### config.mk
export PLATFORM = sky130hd
export DESIGN_NAME = hbgd_sequencer
export DESIGN_NICKNAME = d
export VERILOG_FILES = /design/src/rtl/hbgd_pkg.sv /design/src/rtl/hbgd_req_slot.sv /design/src/rtl/hbgd_phase_timer.sv /design/src/rtl/hbgd_gate_map.sv /design/src/rtl/hbgd_drive_level.sv /design/src/rtl/hbgd_sequencer.sv
export SDC_FILE = /design/constraint.sdc
export NUM_CORES = 1
export LEC_CHECK = 0
export BUFFER_PORTS_ARGS = -buffer_cell sky130_fd_sc_hd__buf_4
export CAP_MARGIN = 15
export CORE_MARGIN = 1.5
export CORE_UTILIZATION = 45
export CTS_BUF_LIST = sky130_fd_sc_hd__clkbuf_8
export CTS_CLUSTER_DIAMETER = 150
export DETAILED_ROUTE_END_ITERATION = 10
export PLACE_DENSITY_LB_ADDON = 0.2
export SETUP_SLACK_MARGIN = 0.3
export SYNTH_ARGS = -nofsm -noshare
export SYNTH_HDL_FRONTEND = slang
export SYNTH_SLANG_ARGS = --single-unit
### constraint.sdc
create_clock -name clk -period 2.6 [get_ports clk]
set_input_delay 0.39 -clock clk [delete_from_list [all_inputs] [get_ports clk]]
set_output_delay 0.39 -clock clk [all_outputs]
set_load 0.01 [all_outputs]
### src/rtl/hbgd_pkg.sv
package hbgd_pkg;

  typedef enum logic [1:0] {
    LEG_OFF  = 2'd0,
    LEG_HIGH = 2'd1,
    LEG_LOW  = 2'd2,
    LEG_RSVD = 2'd3
  } leg_e;

  typedef enum logic [1:0] {
    PH_HOLD,
    PH_RELEASE,
    PH_GAP,
    PH_ENGAGE
  } phase_e;

  typedef struct packed {
    logic src_strong;
    logic src_weak;
    logic snk_strong;
    logic snk_weak;
  } gate_en_t;

  localparam gate_en_t EN_SRC_STRONG = 4'b1000;
  localparam gate_en_t EN_SRC_WEAK   = 4'b0100;
  localparam gate_en_t EN_SNK_STRONG = 4'b0010;
  localparam gate_en_t EN_SNK_WEAK   = 4'b0001;

endpackage

### src/rtl/hbgd_req_slot.sv
module hbgd_req_slot
  import hbgd_pkg::*;
(
  input  logic       clk,
  input  logic       rst_n,
  input  logic       in_valid,
  output logic       in_ready,
  input  logic [1:0] in_code,
  input  logic       pop,
  output logic       out_valid,
  output leg_e       out_leg
);

  logic held;
  leg_e held_leg;
  leg_e code_leg;

  // reserved code folds onto both-off
  always_comb begin
    code_leg = leg_e'(in_code);
    if (code_leg == LEG_RSVD) code_leg = LEG_OFF;
  end

  always_ff @(posedge clk or negedge rst_n) begin
    if (!rst_n) begin
      held     <= 1'b0;
      held_leg <= LEG_OFF;
    end else if (in_valid && in_ready) begin
      held     <= 1'b1;
      held_leg <= code_leg;
    end else if (pop) begin
      held     <= 1'b0;
    end
  end

  assign in_ready  = !held;
  assign out_valid = held;
  assign out_leg   = held_leg;

endmodule

### src/rtl/hbgd_phase_timer.sv
module hbgd_phase_timer #(
  parameter int STRONG_CYC = 16,
  parameter int DT_UNIT    = 8
) (
  input  logic       clk,
  input  logic       rst_n,
  input  logic       load_strong,
  input  logic       load_gap,
  input  logic [1:0] dt_code,
  output logic       expired
);

  localparam int GAP_MAX = DT_UNIT * 4;
  localparam int SPAN    = (STRONG_CYC > GAP_MAX) ? STRONG_CYC : GAP_MAX;
  localparam int CW      = $clog2(SPAN);

  logic [CW-1:0] cnt;
  logic [CW-1:0] gap_last;
  logic [CW-1:0] strong_last;

  always_comb begin
    gap_last    = CW'(DT_UNIT * (int'(dt_code) + 1) - 1);
    strong_last = CW'(STRONG_CYC - 1);
  end

  always_ff @(posedge clk or negedge rst_n) begin
    if (!rst_n)               cnt <= '0;
    else if (load_strong)     cnt <= strong_last;
    else if (load_gap)        cnt <= gap_last;
    else if (cnt != '0)       cnt <= cnt - 1'b1;
  end

  assign expired = (cnt == '0);

endmodule

### src/rtl/hbgd_gate_map.sv
module hbgd_gate_map
  import hbgd_pkg::*;
#(
  parameter bit IS_HIGH = 1'b1
) (
  input  phase_e   phase,
  input  leg_e     cur_leg,
  input  leg_e     tgt_leg,
  output gate_en_t en
);

  localparam leg_e MY_LEG = IS_HIGH ? LEG_HIGH : LEG_LOW;

  always_comb begin
    en = EN_SNK_WEAK;
    unique case (phase)
      PH_HOLD:    en = (cur_leg == MY_LEG) ? EN_SRC_WEAK : EN_SNK_WEAK;
      PH_RELEASE: en = (cur_leg == MY_LEG) ? EN_SNK_STRONG : EN_SNK_WEAK;
      PH_GAP:     en = EN_SNK_WEAK;
      PH_ENGAGE: begin
        if (tgt_leg == MY_LEG)                 en = EN_SRC_STRONG;
        else if (!IS_HIGH && tgt_leg == LEG_HIGH) en = EN_SNK_STRONG;
        else                                   en = EN_SNK_WEAK;
      end
      default:    en = EN_SNK_WEAK;
    endcase
  end

endmodule

### src/rtl/hbgd_drive_level.sv
module hbgd_drive_level #(
  parameter int LVL_W = 3
) (
  input  logic [1:0]     code,
  output logic [LVL_W-1:0] src_units,
  output logic [LVL_W:0]   snk_units
);

  always_comb begin
    src_units = LVL_W'(code) + 1'b1;
    snk_units = {src_units, 1'b0};
  end

endmodule

### src/rtl/hbgd_sequencer.sv
module hbgd_sequencer
  import hbgd_pkg::*;
#(
  parameter int STRONG_CYC = 16,
  parameter int DT_UNIT    = 8,
  parameter int LVL_W      = 3
) (
  input  logic             clk,
  input  logic             rst_n,
  input  logic             req_valid,
  output logic             req_ready,
  input  logic [1:0]       req_leg,
  input  logic [1:0]       dead_code,
  input  logic [1:0]       src_code,
  output logic             hs_src_strong,
  output logic             hs_src_weak,
  output logic             hs_snk_strong,
  output logic             hs_snk_weak,
  output logic             ls_src_strong,
  output logic             ls_src_weak,
  output logic             ls_snk_strong,
  output logic             ls_snk_weak,
  output logic [LVL_W-1:0] src_units,
  output logic [LVL_W:0]   snk_units
);

  localparam int NGATE = 2;

  phase_e phase, phase_n;
  leg_e   cur_leg, cur_n, tgt_leg, tgt_n;
  logic   slot_vld, slot_pop;
  leg_e   slot_leg;
  logic   ld_strong, ld_gap, expired;
  gate_en_t gate_en [NGATE];

  hbgd_req_slot u_slot (
    .clk      (clk),
    .rst_n    (rst_n),
    .in_valid (req_valid),
    .in_ready (req_ready),
    .in_code  (req_leg),
    .pop      (slot_pop),
    .out_valid(slot_vld),
    .out_leg  (slot_leg)
  );

  hbgd_phase_timer #(.STRONG_CYC(STRONG_CYC), .DT_UNIT(DT_UNIT)) u_timer (
    .clk        (clk),
    .rst_n      (rst_n),
    .load_strong(ld_strong),
    .load_gap   (ld_gap),
    .dt_code    (dead_code),
    .expired    (expired)
  );

  always_comb begin
    phase_n   = phase;
    cur_n     = cur_leg;
    tgt_n     = tgt_leg;
    slot_pop  = 1'b0;
    ld_strong = 1'b0;
    ld_gap    = 1'b0;
    unique case (phase)
      PH_HOLD: begin
        if (slot_vld) begin
          slot_pop = 1'b1;
          if (slot_leg != cur_leg) begin
            tgt_n     = slot_leg;
            ld_strong = 1'b1;
            phase_n   = (cur_leg == LEG_OFF) ? PH_ENGAGE : PH_RELEASE;
          end
        end
      end
      PH_RELEASE: begin
        if (expired) begin
          if (tgt_leg == LEG_OFF) begin
            cur_n   = LEG_OFF;
            phase_n = PH_HOLD;
          end else begin
            ld_gap  = 1'b1;
            phase_n = PH_GAP;
          end
        end
      end
      PH_GAP: begin
        if (expired) begin
          ld_strong = 1'b1;
          phase_n   = PH_ENGAGE;
        end
      end
      PH_ENGAGE: begin
        if (expired) begin
          cur_n   = tgt_leg;
          phase_n = PH_HOLD;
        end
      end
      default: phase_n = PH_HOLD;
    endcase
  end

  always_ff @(posedge clk or negedge rst_n) begin
    if (!rst_n) begin
      phase   <= PH_HOLD;
      cur_leg <= LEG_OFF;
      tgt_leg <= LEG_OFF;
    end else begin
      phase   <= phase_n;
      cur_leg <= cur_n;
      tgt_leg <= tgt_n;
    end
  end

  for (genvar g = 0; g < NGATE; g++) begin : g_gate
    hbgd_gate_map #(.IS_HIGH(g == 0)) u_map (
      .phase  (phase),
      .cur_leg(cur_leg),
      .tgt_leg(tgt_leg),
      .en     (gate_en[g])
    );
  end

  assign {hs_src_strong, hs_src_weak, hs_snk_strong, hs_snk_weak} = gate_en[0];
  assign {ls_src_strong, ls_src_weak, ls_snk_strong, ls_snk_weak} = gate_en[1];

  hbgd_drive_level #(.LVL_W(LVL_W)) u_level (
    .code     (src_code),
    .src_units(src_units),
    .snk_units(snk_units)
  );

endmodule

Word level (Yosys, flattened, before mapping)
Cells that the tools add are included.

storage, ports and cells
  register bits after elaboration = 14
  output and inout port bits = 16

operators by class
  $add $sub $neg = 4
  equality and inequality tests = 15
  multiplexer cells = 36
  reductions and logical operators = 13

operators by type and width
  kind                   count
  $pmux W4 S4            2
  $mux W2                14
  $mux W5                3
  $ne A2 B2 Y1 const B   6
  $eq A2 B2 Y1 const B   5
  $mux W1                10
  $mux W4                2
  $pmux W2 S4            1
  $eq A2 B1 Y1 const B   3
  $logic_not A2 Y1       3
  $mux W3                2
  $logic_not A5 Y1       1
  $reduce_and A5 Y1      1
  $reduce_bool A5 Y1     1
  $sub A5 B1 Y5 const B  1
  $sub A5 B2 Y5 const B  1
  $pmux W2 S2            1
  $reduce_and A4 Y1      1
  $reduce_bool A2 Y1     2
  $add A2 B1 Y3 const B  1
  $reduce_and A3 Y1      1
  $reduce_bool A3 Y1     1
  $add A2 B1 Y2 const B  1
  $ne A2 B2 Y1           1
  3 further kinds        3

Logic depth before layout (Yosys ltp)
Gate-level depths: netlist of run 1.

  depth after elaboration = 6
  gate-level depth with buffers = 7

By module
A second synthesis of run 1 with hierarchy kept.

unflattened totals
  cell total of the unflattened synthesis = 98
  area total of the unflattened synthesis = 940.9 um^2

modules (own cells, without submodules)
  module                           times used  cells each  area an instance (um^2)  seq. area each (um^2)
  hbgd_sequencer                   1           36          352.8                    150.1
  hbgd_phase_timer                 1           29          272.8                    125.1
  hbgd_req_slot                    1           10          143.9                    75.1
  hbgd_gate_map (g_gate[1].u_map)  1           11          81.3                     0.0
  hbgd_drive_level                 1           7           50.0                     0.0
  hbgd_gate_map (g_gate[0].u_map)  1           5           40.0                     0.0

Worst setup path before layout of run 1
OpenSTA, ideal clock, no wires.

  path kind = flip-flop to flip-flop
  from = reg u_timer.cnt[0]
  to = reg u_timer.cnt[3]
  library setup time = 126 ps
  data arrival time = 1,304 ps
  data required time = 2,474 ps
  slack = 1,170 ps
  cell stages (with the launch flop) = 7
  path buffers = 1
  cell sequence = dfrtp_1 inv_1 ha_1 nor4b_4 buf_6 nor2_1 a311o_1

between the ends
  longest elaborated chain between the ends = 5
  elaborated cells between the ends (all ways) = 11
  classes of those cells = add/sub: 1; mux: 7; reduce/logical: 3

RTL lines
  what                                                   line                    RTL
  start: declaration                                     hbgd_phase_timer.sv:17  logic [CW-1:0] cnt;
  start signal: assignment                               hbgd_phase_timer.sv:28  else if (load_strong) cnt <= strong_last;
  start signal: assignment                               hbgd_phase_timer.sv:29  else if (load_gap) cnt <= gap_last;
  start signal: assignment                               hbgd_phase_timer.sv:30  else if (cnt != '0) cnt <= cnt - 1'b1;
  branches (longest 5 deep; another with $sub A5 B1 Y5)  -

Several ways; the timed one is not identified. The select of a mux whose other input is x is not followed.
A chain may end at the register's enable or synchronous reset.

Final worst setup path of run 1
  from = reg u_timer.cnt[0]
  to = reg cur_leg[0]

between the ends
  longest elaborated chain between the ends = 3
  elaborated cells between the ends (all ways) = 4
  classes of those cells = eq/ne: 2; reduce/logical: 2

RTL lines
  what                           line                    RTL
  $logic_not A5 Y1 *             hbgd_phase_timer.sv:33  assign expired = (cnt == '0);
  $ne A2 B2 Y1 (no line)         -
  $reduce_and A4 Y1 (no line) *  -
  end signal: assignment         hbgd_sequencer.sv:108   cur_leg <= cur_n;
  end: declaration               hbgd_sequencer.sv:30    leg_e cur_leg, cur_n, tgt_leg, tgt_n;

Mark *: on every way between the ends. The rest lies on a longest branch, timed or not.

==> flow_results.org, run 1 <==
** Global route
- First-pass GRT wire length :: 2.71 mm
- Entering global routing, the biggest net connects 16 pins.
- Initial antenna violation count :: 0
- Across every metal layer, demand over resource in global routing totals 0.176.
- For this run, global-route usage on met1 was measured as 0.214.
- For this run the aggregate overflow at the end of global routing stands at 0.
- Met2 usage in global routing :: 0.307
- Via count of the first global-routing pass :: 647
- Routing usage on met3 :: 0.0346
- Most used routing layer :: met2

** Logic synthesis
- Averaged over all synthesized cells, the footprint is 9.77 um2.
- Main flop type after synthesis :: dfrtp_1
- Sequential fraction of the synthesis area :: 0.403
- Synthesized area :: 870 um2
- Post-Syn Nets :: 103
- Number of enable flip-flop cells after synthesis :: 0
- Synthesized flop and latch total :: 14
- Synthesis produced a netlist whose cell count is 89.
- YS warnings :: 0
- After synthesis, the netlist uses 35 different library cells.
- Fraction of registers with async set/reset :: 1.00

** Floorplan
- The die covers approximately 0.0022 mm2.
- Row generation in the floorplan step produced 15 rows.
- The core region is 0.00176 mm2.
- Width of the chip :: 47.0 um
- Initial standard-cell utilization of the core :: 0.493
- Die height :: 47.0 um
- During I/O placement, the number of pins put on the boundary was 25.

** CTS
- Clk slew on worst S/H paths :: 0.06 ns
- TritonCTS built the clock tree.
- Number of clock buffers inserted by TritonCTS :: 3
- Hold bufs inserted after CTS :: 1
- CTS root buf :: clkbuf_8
- Buffers added to address setup during post-CTS repair amount to 0.
- In this run the number of H-tree levels came out at 1.
- The later pin in the worst-skew pair is clocked with a latency of 0.25 ns.
- The clock passes through at most 2 buffers.
- Gates resized during post-CTS repair numbered 0.
- Total number of clock tree sinks :: 14

** Power and ir drop
- Total power divided by cell area :: between 1000 and 1500 mW/mm2
- Static Leakage :: 0.527 nW
- Largest vdd supply drop :: 568 uV
- After layout, the design draws a total of about 1.2 mW.

** Timing
- After layout, the minimum clock period comes to about 1.8 ns.
- In this run the tightest slew margin relative to its limit is 0.624.
- The final-report max-slew violation count was 0.
- Setup violations remaining at the end of the flow were counted as 0.
- RSZ-0062 raised after global routing :: false
- Worst Hold Margin :: slightly below 0.4 ns
- Setup total negative slack on the finished layout was measured at 0 ns.
- Skew final :: approximately 0.0013 ns
- For the pin with the worst max-slew slack, the measured transition is 0.562 ns.
- In the finished design, the share of the clock period the worst path needs comes to 0.673.
- Hold Violations, Final :: 0
- Timing would allow up to 571 MHz.

** Worst setup path
- Worst Path Required :: 2.74 ns
- Crit path DAT :: 1.89 ns
- The worst setup path is launched from a flip-flop.
- Crit Path Max Fanout :: 11
- The worst register-to-register path begins at u_timer.cnt[0].
- The critical path is of the reg -> reg type.
- Critical Path Sink Type :: flip-flop
- Timing startpoint of the critical path :: u_timer.cnt[0]

** Placement
- Final weighted congestion of routability-driven global placement :: 0.820
- Input and output buffers added on the ports amount to 23.
- Once detailed placement completed, the half-perimeter wirelength came to 1.22 mm.

** Outcome
- Status :: completed

** Routing
- In the routed design, unresolved DRC markers number 0.
- Number of detailed-routing iterations run before antenna repair :: 3
- Per-cell via count in the routed design :: 5.22
- Dividing the detail-routed wire length by the instance count gives roughly 12 um.
- Number of nets with antenna violations after detailed routing :: 0
- The final layout contains routed wiring with a total length of around 1.7 mm.
- Across all layers, the routed design uses a little over 700 vias.
- The first routing iteration left 6 violations.

** Cells and area
- Area Overhead vs Synth :: 25.3%
- Of the cells placed in the final design, the portion with a size suffix greater than 1 is 0.300.
- The final layout contains approximately 130 nets.
- The repair_antennas step left the layout with diodes totalling 0.

** Hold path
- Type of the most critical hold path :: in -> reg
- The startpoint identified for the worst hold timing path is dead_code[0].

** Job
- Across the run, the number of max-cap violations was 0.
[Yosys cell counts, types with 2 or more instances]
master,n,area share
ha_1,5,0.072
and3_1,2,0.014
buf_4,4,0.035
nand3_1,3,0.017
xor2_1,2,0.020
nor3_1,3,0.017
o21ai_0,5,0.029
and2_1,2,0.014
mux2_2,2,0.026
inv_1,8,0.035
nand2_1,4,0.017
nor2_1,5,0.022
nand2b_1,5,0.036
o31ai_1,2,0.017
clkbuf_1,2,0.0086
dfrtp_1,14,0.40
a21oi_1,2,0.012
a32o_1,2,0.023
[final cells by class]
class	instances	area, um2
Clock buffer	4	55.1
Fill cell	164	674
Inverter	8	30.0
Multi-Input combinational cell	60	440
Sequential cell	14	350
Tap cell	25	31.3
Timing Repair Buffer	24	183
[final timing paths]
check	endpoint	slack, ns	depth (start not counted)
max	cur_leg[0]	0.85	5
min	u_timer.cnt[3]	0.38	2
max reg2reg	cur_leg[0]	0.85	5
min reg2reg	u_slot.out_leg[1]	0.52	2
max in group asynchronous	u_timer.cnt[2]	1.91	2
min in group asynchronous	u_slot.out_leg[0]	0.52	2
[layer usage]
| layer | wire length [um] | part of all wire |
|---|---|---|
| met1 | 747 | 0.44 |
| met2 | 847 | 0.50 |
| met3 | 60 | 0.036 |
| met4 | 28 | 0.017 |
| met5 | 0 | 0 |
[power breakdown]
| group | internal, mW | switching, mW | total (mW) | leakage [nW] |
|---|---|---|---|---|
| Combinational | 0.272 | 0.234 | 0.506 | 0.326 |
| Sequential | 0.320 | 0.145 | 0.465 | 0.173 |
| Clock | 0.134 | 0.0782 | 0.212 | 0.0288 |
[state kept, by name (all words and copies together) (netlist names)]
name / count
phase: 2
u_timer.cnt: 5
tgt_leg: 2
u_slot.out_leg: 2
cur_leg: 2
u_slot.out_valid: 1
[critical path, cell delays in order (launching register included)]
cell and delay (ns):
dfrtp_1 0.40, inv_1 0.10, ha_1 0.17, nor4b_4 0.49
o211ai_1 0.24, a32o_1 0.25
[through the flow]
step,setup WS [ns],cell area (um2),util,cells
finish,0.850,1090,0.618,135
global route,0.715,1090,0.618,135
CTS,0.842,1090,0.618,135
detailed placement,0.851,1020,0.581,130
global placement,0.959,1020,0.581,130
floorplan,1.17,870,-,89
[cells in the final DEF, fill, tap and decap left out, types with 2 or more instances in the layout]
cell type / count
buf_4: 23
nand2_1: 4
inv_1: 8
nor3_1: 3
mux2_2: 2
nand3_1: 3
ha_1: 5
nor2_1: 5
and2_1: 2
o21ai_0: 5
nand2b_1: 5
clkbuf_8: 4
and3_1: 2
xor2_1: 2
dfrtp_1: 14
a32o_1: 2
a21oi_1: 2
o31ai_1: 2
[cell families (layout without fill, tap and decap cells)]
logic type | Yosys count | in the layout | share of synthesized area
xor gates and xnor gates | 3 | 3 | 0.0302
muxes | 3 | 3 | 0.0374
and+or+nand+nor | 29 | 29 | 0.201
AOI/OAI and AO/OA | 19 | 19 | 0.161
other | 1 | 1 | 0.00431
adders and majority gates | 5 | 5 | 0.0719
DFF | 14 | 14 | 0.403
buffers and inverters | 15 | 36 | 0.0907
Note: power is estimated with default switching activity, not from simulation.
==> run 2: changes to the inputs <==
- ABC_AREA: not set -> 1
- clock period: 2.6 -> 1.5 ns (I/O delays scaled with it)
==> run 2 against run 1 <==
Against the previous run: core utilization is 12 points higher; routed wire length grew 44%; combinational power increased to 3.5 times the previous value; worst setup slack got worse by 0.84 ns; largest cell class unchanged; critical path type is now reg -> out; non-clock buffer count increased by 14; critical path depth rose by 1; critical endpoint is now ls_snk_weak; highest routed layer unchanged; flip-flop and latch count unchanged.
==> flow_results.org, run 2 <==
** Logic synthesis
- Sorting the synthesized cells by how often they occur yields nand2_1 (32), inv_1 (21), nor2_1 (16).
- Synthesized flop and latch total :: 14
- For this run, asynchronously set or reset flops after synthesis account for 1.00.
- Of the post-synthesis cell area, the dominant cell type holds 0.373.
- Yosys mapped a number of flops with a built-in enable equal to 0.
- The Yosys step of the flow raised 0 warnings.
- Leading cell types by total area after synthesis :: dfrtp_1 (37%), nand2_1 (13%), inv_1 (8.4%), ha_1 (6.7%), nor2_1 (6.4%)
- Number of distinct library cells after synthesis :: 22
- Of the total synthesized cell area, the portion taken by AND, OR, NAND and NOR gates is 0.304.
- By area, the combinational part of the netlist is dominated by simple AND/OR/NAND/NOR gates.
- Post-synthesis xor/xnor area fraction :: 0.0186
- Sequential fraction of the synthesis area :: 0.373
- Cell taking the most area after synthesis :: dfrtp_1
- Multiplexer area fraction after synthesis :: 0
- Synthesis produced around 130 cells.
- The compound-cell area share of the yosys netlist came to 0.104.
- In the synthesized netlist the dominant register cell turns out to be dfrtp_1.
- The average instance in the mapped netlist occupies between 7 and 8 um2.
- In this run the cell area of the synthesized design comes to 940 um2.
- Most common cell in the synthesized netlist :: nand2_1
- Synthesis produced a netlist with a net count of 142.
- Of the total synthesized cell area, the portion taken by full adders, half adders and majority gates is 0.0666.

** Floorplan
- Initial standard-cell utilization of the core :: 0.479
- Count of standard-cell rows :: 16
- In this run the vertical extent of the chip is 48.7 um.
- Top-Level Pins :: 25
- The core region is 0.00196 mm2.
- The die covers ~0.0024 mm2.
- Width of the chip :: about 49 um

** CTS
- TritonCTS built the clock tree.
- Buffers inserted during clock tree synthesis total 3.
- Counting every sink on the clock net gives 14.
- Maximum number of buffers from clock root to sink :: 2
- Clk slew on worst S/H paths :: 0.06 ns
- CTS root buf :: clkbuf_8
- H-tree depth :: 1
- Worst skew pair latency :: 0.25 ns

** Hold path
- In this run the worst hold path is classified as in -> reg.
- Instance count along the most critical hold path :: 2

** Worst setup path
- Among all stages on the critical path, the largest delay is contributed by dfrtp_2.
- Cell type group with the largest total delay on the critical path :: flip-flops
- Number of stages on the worst setup path :: 6
- On the worst path, the slowest cell contributes a delay of between 0.4 and 0.5 ns.
- CP Cell Sequence :: inv_2 -> ha_4 -> nand2_2 -> o21ai_1 -> inv_1 -> buf_6
- Worst Path Required :: ~1.3 ns
- Crit path DAT :: 1.26 ns
- Along the worst path, the maximum fanout reaches 3.
- The critical path in this run is classified as reg -> out.
- The number of cells on the worst reg-to-reg path is 9.
- The worst setup path is launched from a flip-flop.
- STA classifies the critical path endpoint as an output port.
- CP bufs+invs :: 3

** Placement
- Routability-driven placement finished with a final weighted congestion of 0.848.
- At the placement stage, the worst setup path has a slack of between 0.15 and 0.2 ns.
- After detailed placement, the total cell area comes to 0.00113 mm2.
- Detailed Place HPWL :: 1.50 mm
- Count of input and output buffers :: 23

** Global route
- The total overflow left after global routing is 0.
- The number of antenna violations at the first check in global routing came to 0.
- All-layer global routing usage :: 0.212
- The first global-routing pass estimated 3.85 mm of wire.
- Entering global routing, the biggest net connects 15 pins.
- Via count of the first global-routing pass :: 916

** Routing
- In the routed layout, each cell is associated on average with a via count of 5.03.
- DR iter-0 viols :: 17
- The first detailed-routing pass took 4 iterations.
- Number of nets with antenna violations after detailed routing :: 0
- Final routed DRC violation total :: 0
- After detailed routing, the total wire length is 2.43 mm.
- Average wire per standard cell :: between 10 and 15 um
- Overall via count from detail_route :: 970

** Cells and area
- Register bank with the most flops :: u_timer.cnt
- Diode count :: 0
- Max reg flops :: 5
- In the final layout, the share of cells above drive strength 1 is 0.512.
- Multi-input combinational cell area :: 592 um2
- The area growth from synthesis to layout is 53.4%.
- The finished cells cover 0.00144 mm2.
- Once layout is complete, the utilization of the core stands at 0.735.
- The top cell types in the final layout, fill and taps aside, are buf_4 (30), nand2_1 (27), inv_2 (14), dfrtp_1 (11).
- The layout has 151 filler cells.
- Final Net Count :: ~180
- Sequential cell area in the final layout :: about 350 um2
- Most common cell after layout, fill and taps aside :: buf_4

** Power and ir drop
- Logic gate share of total power :: 0.614
- Share of power burned in registers :: 0.256
- For this design the static power due to leakage is just over 0.7 nW.
- Largest vdd supply drop :: between 1000 and 1500 uV
- Of the total power, the share spent switching nets is 0.443.
- Clk network pwr share :: 0.130
- The completed layout was analyzed and its total power is 2.89 mW.
- Switching power of the nets :: ~1.3 mW
- Internal power component :: 1.61 mW
- Total power divided by cell area :: 2000 mW/mm2

** Timing
- RSZ-0062 raised after global routing :: true
- Based on the critical path, the design can be clocked at up to 672 MHz.
- The hold violation total from the final report came to 0.
- On the final layout, the worst clock skew is approximately 0.0028 ns.
- Worst Hold Margin :: 0.156 ns
- Dividing the final minimum period by the clock period gives 0.992.
- Final setup violation count :: 0
- Setup slack after layout :: around 0.012 ns
- Minimum clock period :: 1.49 ns
- Max Slew Vio Count :: 0

** Job
- Max-cap violation count :: 0

** Outcome
- The run finished with clean final reports.
[run 2: logic make-up (layout without fill, tap and decap cells)]
family / after synthesis / count (layout)
AOI/OAI and AO/OA: 17 / 17
xor gates and xnor gates: 2 / 2
adders and majority gates: 5 / 5
buffers and inverters: 28 / 66
DFF: 14 / 14
other: 1 / 1
and+or+nand+nor: 61 / 61
[run 2: path summary, 6_finish.rpt]
path,startpoint,to,slack [ns]
max,tgt_leg[0],ls_snk_weak,0.01
max reg2reg,phase[1],u_timer.cnt[4],0.16
min,req_leg[1],u_slot.out_leg[0],0.16
min in group asynchronous,rst_n,u_slot.out_valid,0.35
max in group asynchronous,rst_n,phase[0],0.96
min reg2reg,u_slot.out_leg[0],u_slot.out_leg[0],0.51
[run 2: power groups by stage]
stage                     clock network, mW  registers [mW]  logic [mW]
final                                 0.376           0.738        1.77
after global routing                  0.399           0.761        1.97
after CTS                             0.382           0.721        1.57
after detailed placement                  0           0.723        1.14
after global placement                    0           0.710        1.11
after floorplan                           0           0.682       0.876
[run 2: what timing repair did]
item | 4_1_cts | 5_1_grt
pin swaps | 16 | 11
hold buffers | 1 | 0
cloned | 0 | 0
setup buffers | 11 | 3
gates resized for setup | 29 | 21
endpoints found under the hold margin | 14 | 0
endpoints found under the setup margin | 18 | 19
[run 2: layer usage]
layer	part of all wire	global-route usage	vias to the layer above
met1	0.42	0.248	456
met2	0.50	0.374	34
met4	0.039	0.114	0
met5	0	0	-
met3	0.038	0.0278	9
li1	-	-	471
[run 2: through the flow]
step / TNS, ns / std cells
after floorplan: 0 / 128
after global placement: 0 / 174
after detailed placement: 0 / 174
after CTS: 0 / 190
after global routing: -0.0868 / 193
final: 0 / 193
[run 2: final cells by class]
| class | count | area share |
|---|---|---|
| repair buffers | 38 | 0.218 |
| inverters | 24 | 0.0642 |
| flip-flops and latches | 14 | 0.246 |
| well taps | 27 | 0.0234 |
| multi-input cells | 86 | 0.411 |
| clock buffers | 4 | 0.0382 |
==> run 3: changes to the inputs <==
- clock period: 1.5 -> 1.3 ns (I/O delays scaled with it)
==> run 3 against run 2 <==
Against the previous run: the run now ends with setup timing left; count of clock-buffer cells in the layout shrank 1; core utilization grew 4.3 points; clock power shrank 3%; worst setup slack lost 0.21 ns; flip-flop and latch count is the same; critical path type unchanged; largest cell class unchanged; highest routed layer unchanged.
==> flow_results.org, run 3 (same netlist as run 2, synthesis figures left out) <==
** Global route
- In the global route stage, overall resource usage came out at 0.204.
- Entering global routing, the biggest net connects 15 pins.
- Via count of the first global-routing pass :: 950
- The number of antenna violations at the first check in global routing was 0.
- GRT Residual Overflow :: 0
- The first global-routing pass estimated 3.82 mm of wire.

** Hold path
- The worst hold path belongs to the class in -> reg.

** Cells and area
- Max reg flops :: 5
- Fillcell total :: 131
- Diode count :: 0
- The area growth from synthesis to layout is 62.4%.
- The library cell used most frequently in the layout, excluding fill and tap cells, is buf_4.
- Most frequent cells in the layout :: buf_4 (30), nand2_1 (20), inv_2 (14), dfrtp_1 (11)
- Counting flops per register, the top entry is u_timer.cnt.
- In the final layout, the share of cells above drive strength 1 is 0.595.
- Final Net Count :: 183

** Timing
- Hold Violations, Final :: 0
- Skew final :: ~0.0068 ns
- Sum of negative setup slack :: -0.822 ns
- Across all setup checks in the final design, the least slack found is -0.202 ns.
- Share of the clock period used by the worst path :: 1.16
- RSZ-0062 raised after global routing :: true
- Minimum clock period :: between 1.5 and 2 ns
- Timing-limited maximum frequency :: 666 MHz
- Max Slew Vio Count :: 0
- Final setup violation count :: 11

** CTS
- For the worst-skew pair, the clock arrives at the later sink with an insertion delay of 0.24 ns.
- Buffers inserted during clock tree synthesis total 3.
- CTS root buf :: clkbuf_8
- CTS built an H-tree with a depth of 1.
- CTS tree :: yes
- Clk slew on worst S/H paths :: 0.05 ns
- Maximum number of buffers from clock root to sink :: 2
- Total number of clock tree sinks :: 14

** Routing
- Number of nets with antenna violations after detailed routing :: 0
- After detailed routing, the average wire length per cell comes to 13.5 um.
- Overall via count from detail_route :: about 960
- DR iter-0 viols :: 16
- In the routed design, unresolved DRC markers number 0.
- Number of detailed-routing iterations run before antenna repair :: 4
- Per-cell via count in the routed design :: 4.90
- Total wirelength of the detailed-routed design :: ~2.6 mm

** Power and ir drop
- Internal power component :: 1.93 mW
- In this run the power spent charging and discharging nets is ~1.7 mW.
- Of the total power, combinational logic draws 0.653.
- Across the VDD grid, the largest voltage drop is 1470 uV.
- Clk network pwr share :: 0.100
- Static Leakage :: about 0.75 nW
- Share of power burned in registers :: 0.246
- Net switching fraction of the power :: 0.467
- Dividing total power by cell area gives a power density of 2370 mW/mm2.

** Floorplan
- 25 I/O pins were placed.
- Width of the chip :: 48.7 um
- The initialized floorplan defines 16 standard-cell rows.
- Die height :: 48.7 um
- For this configuration, the core starts out at a cell density of 0.479.
- The die covers 0.00237 mm2.
- The core region is 0.00196 mm2.

** Worst setup path
- Largest stage delay, worst path :: 0.43 ns
- Startpoint types :: flip-flop
- Crit Path Max Fanout :: 4
- Crit-path slowest cell :: dfrtp_2
- For the worst setup path, the data arrival time is 1.31 ns.
- CP Cell Sequence :: inv_2 -> ha_4 -> nand2_2 -> o21ai_1 -> inv_1 -> buf_6
- Classification of the worst setup path :: reg -> out
- Critical Path Sink Type :: output port
- The critical path contains buffers and inverters numbering 3 combined.
- Worst Path Required :: about 1.1 ns
- Cell type group with the largest total delay on the critical path :: flip-flops

** Outcome
- The run finished, with violations left.
- Failing checks :: setup timing

** Placement
- Detailed Place HPWL :: roughly 1.6 mm
- The count of buffers added on input and output ports is 23.
- Setup WS pre-CTS :: 0.00181 ns
- Final weighted congestion of routability-driven global placement :: 0.808

** Job
- Max-cap violation count :: 0
-- run 3: layout make-up --
| cell class | count | area [um2] | share of cell area |
|---|---|---|---|
| Clock buffer | 3 | 41.3 | 0.0270 |
| Clock inverter | 1 | 3.75 | 0.00246 |
| Inverter | 24 | 95.1 | 0.0623 |
| Multi-Input combinational cell | 86 | 662 | 0.434 |
| Sequential cell | 14 | 354 | 0.232 |
| Tap cell | 27 | 33.8 | 0.0221 |
| Timing Repair Buffer | 40 | 337 | 0.220 |
-- run 3: path summary, 6_finish.rpt --
check	depth (start not counted)	slack (ns)	end	from
setup / recovery	6	-0.20	ls_snk_weak	tgt_leg[0]
hold / removal	2	0.14	u_slot.out_leg[0]	req_leg[1]
setup reg to reg	7	-0.01	phase[1]	phase[1]
hold reg to reg	2	0.51	u_slot.out_leg[0]	u_slot.out_leg[0]
max in group asynchronous	2	0.74	tgt_leg[0]	rst_n
min in group asynchronous	2	0.37	u_timer.cnt[3]	rst_n
-- run 3: metrics by stage --
step                      instance area, um2  std cells  hold WS (ns)   util  power (mW)
after detailed placement                1240        179        0.0567  0.631        2.48
final                                   1530        195         0.138  0.778        3.62
after global routing                    1530        195         0.147  0.778        3.87
after CTS                               1390        189         0.141  0.710        3.16
after global placement                  1240        179        0.0566  0.631        2.44
after floorplan                         1020        128        -0.101      -        1.99
-- run 3: power groups by stage --
stage / registers (mW) / logic, mW / clock network [mW]
after floorplan: 0.814 / 1.18 / 0
after global placement: 0.841 / 1.60 / 0
after detailed placement: 0.848 / 1.63 / 0
after CTS: 0.861 / 1.93 / 0.370
after global routing: 0.910 / 2.57 / 0.390
final: 0.892 / 2.37 / 0.363
-- run 3: what timing repair did --
action,4_1_cts,5_1_grt
resized for setup,23,33
hold buffers,1,0
hold endpoints to repair,14,0
setup buffers,5,6
pin swaps,15,14
setup endpoints to repair,20,21
-- run 3: routing by layer --
layer	track usage	part of all wire	vias to the layer above
li1	-	-	473
met1	0.222	0.42	459
met2	0.402	0.54	22
met3	0.0340	0.030	2
met4	0.0524	0.0072	0
met5	0	0	-
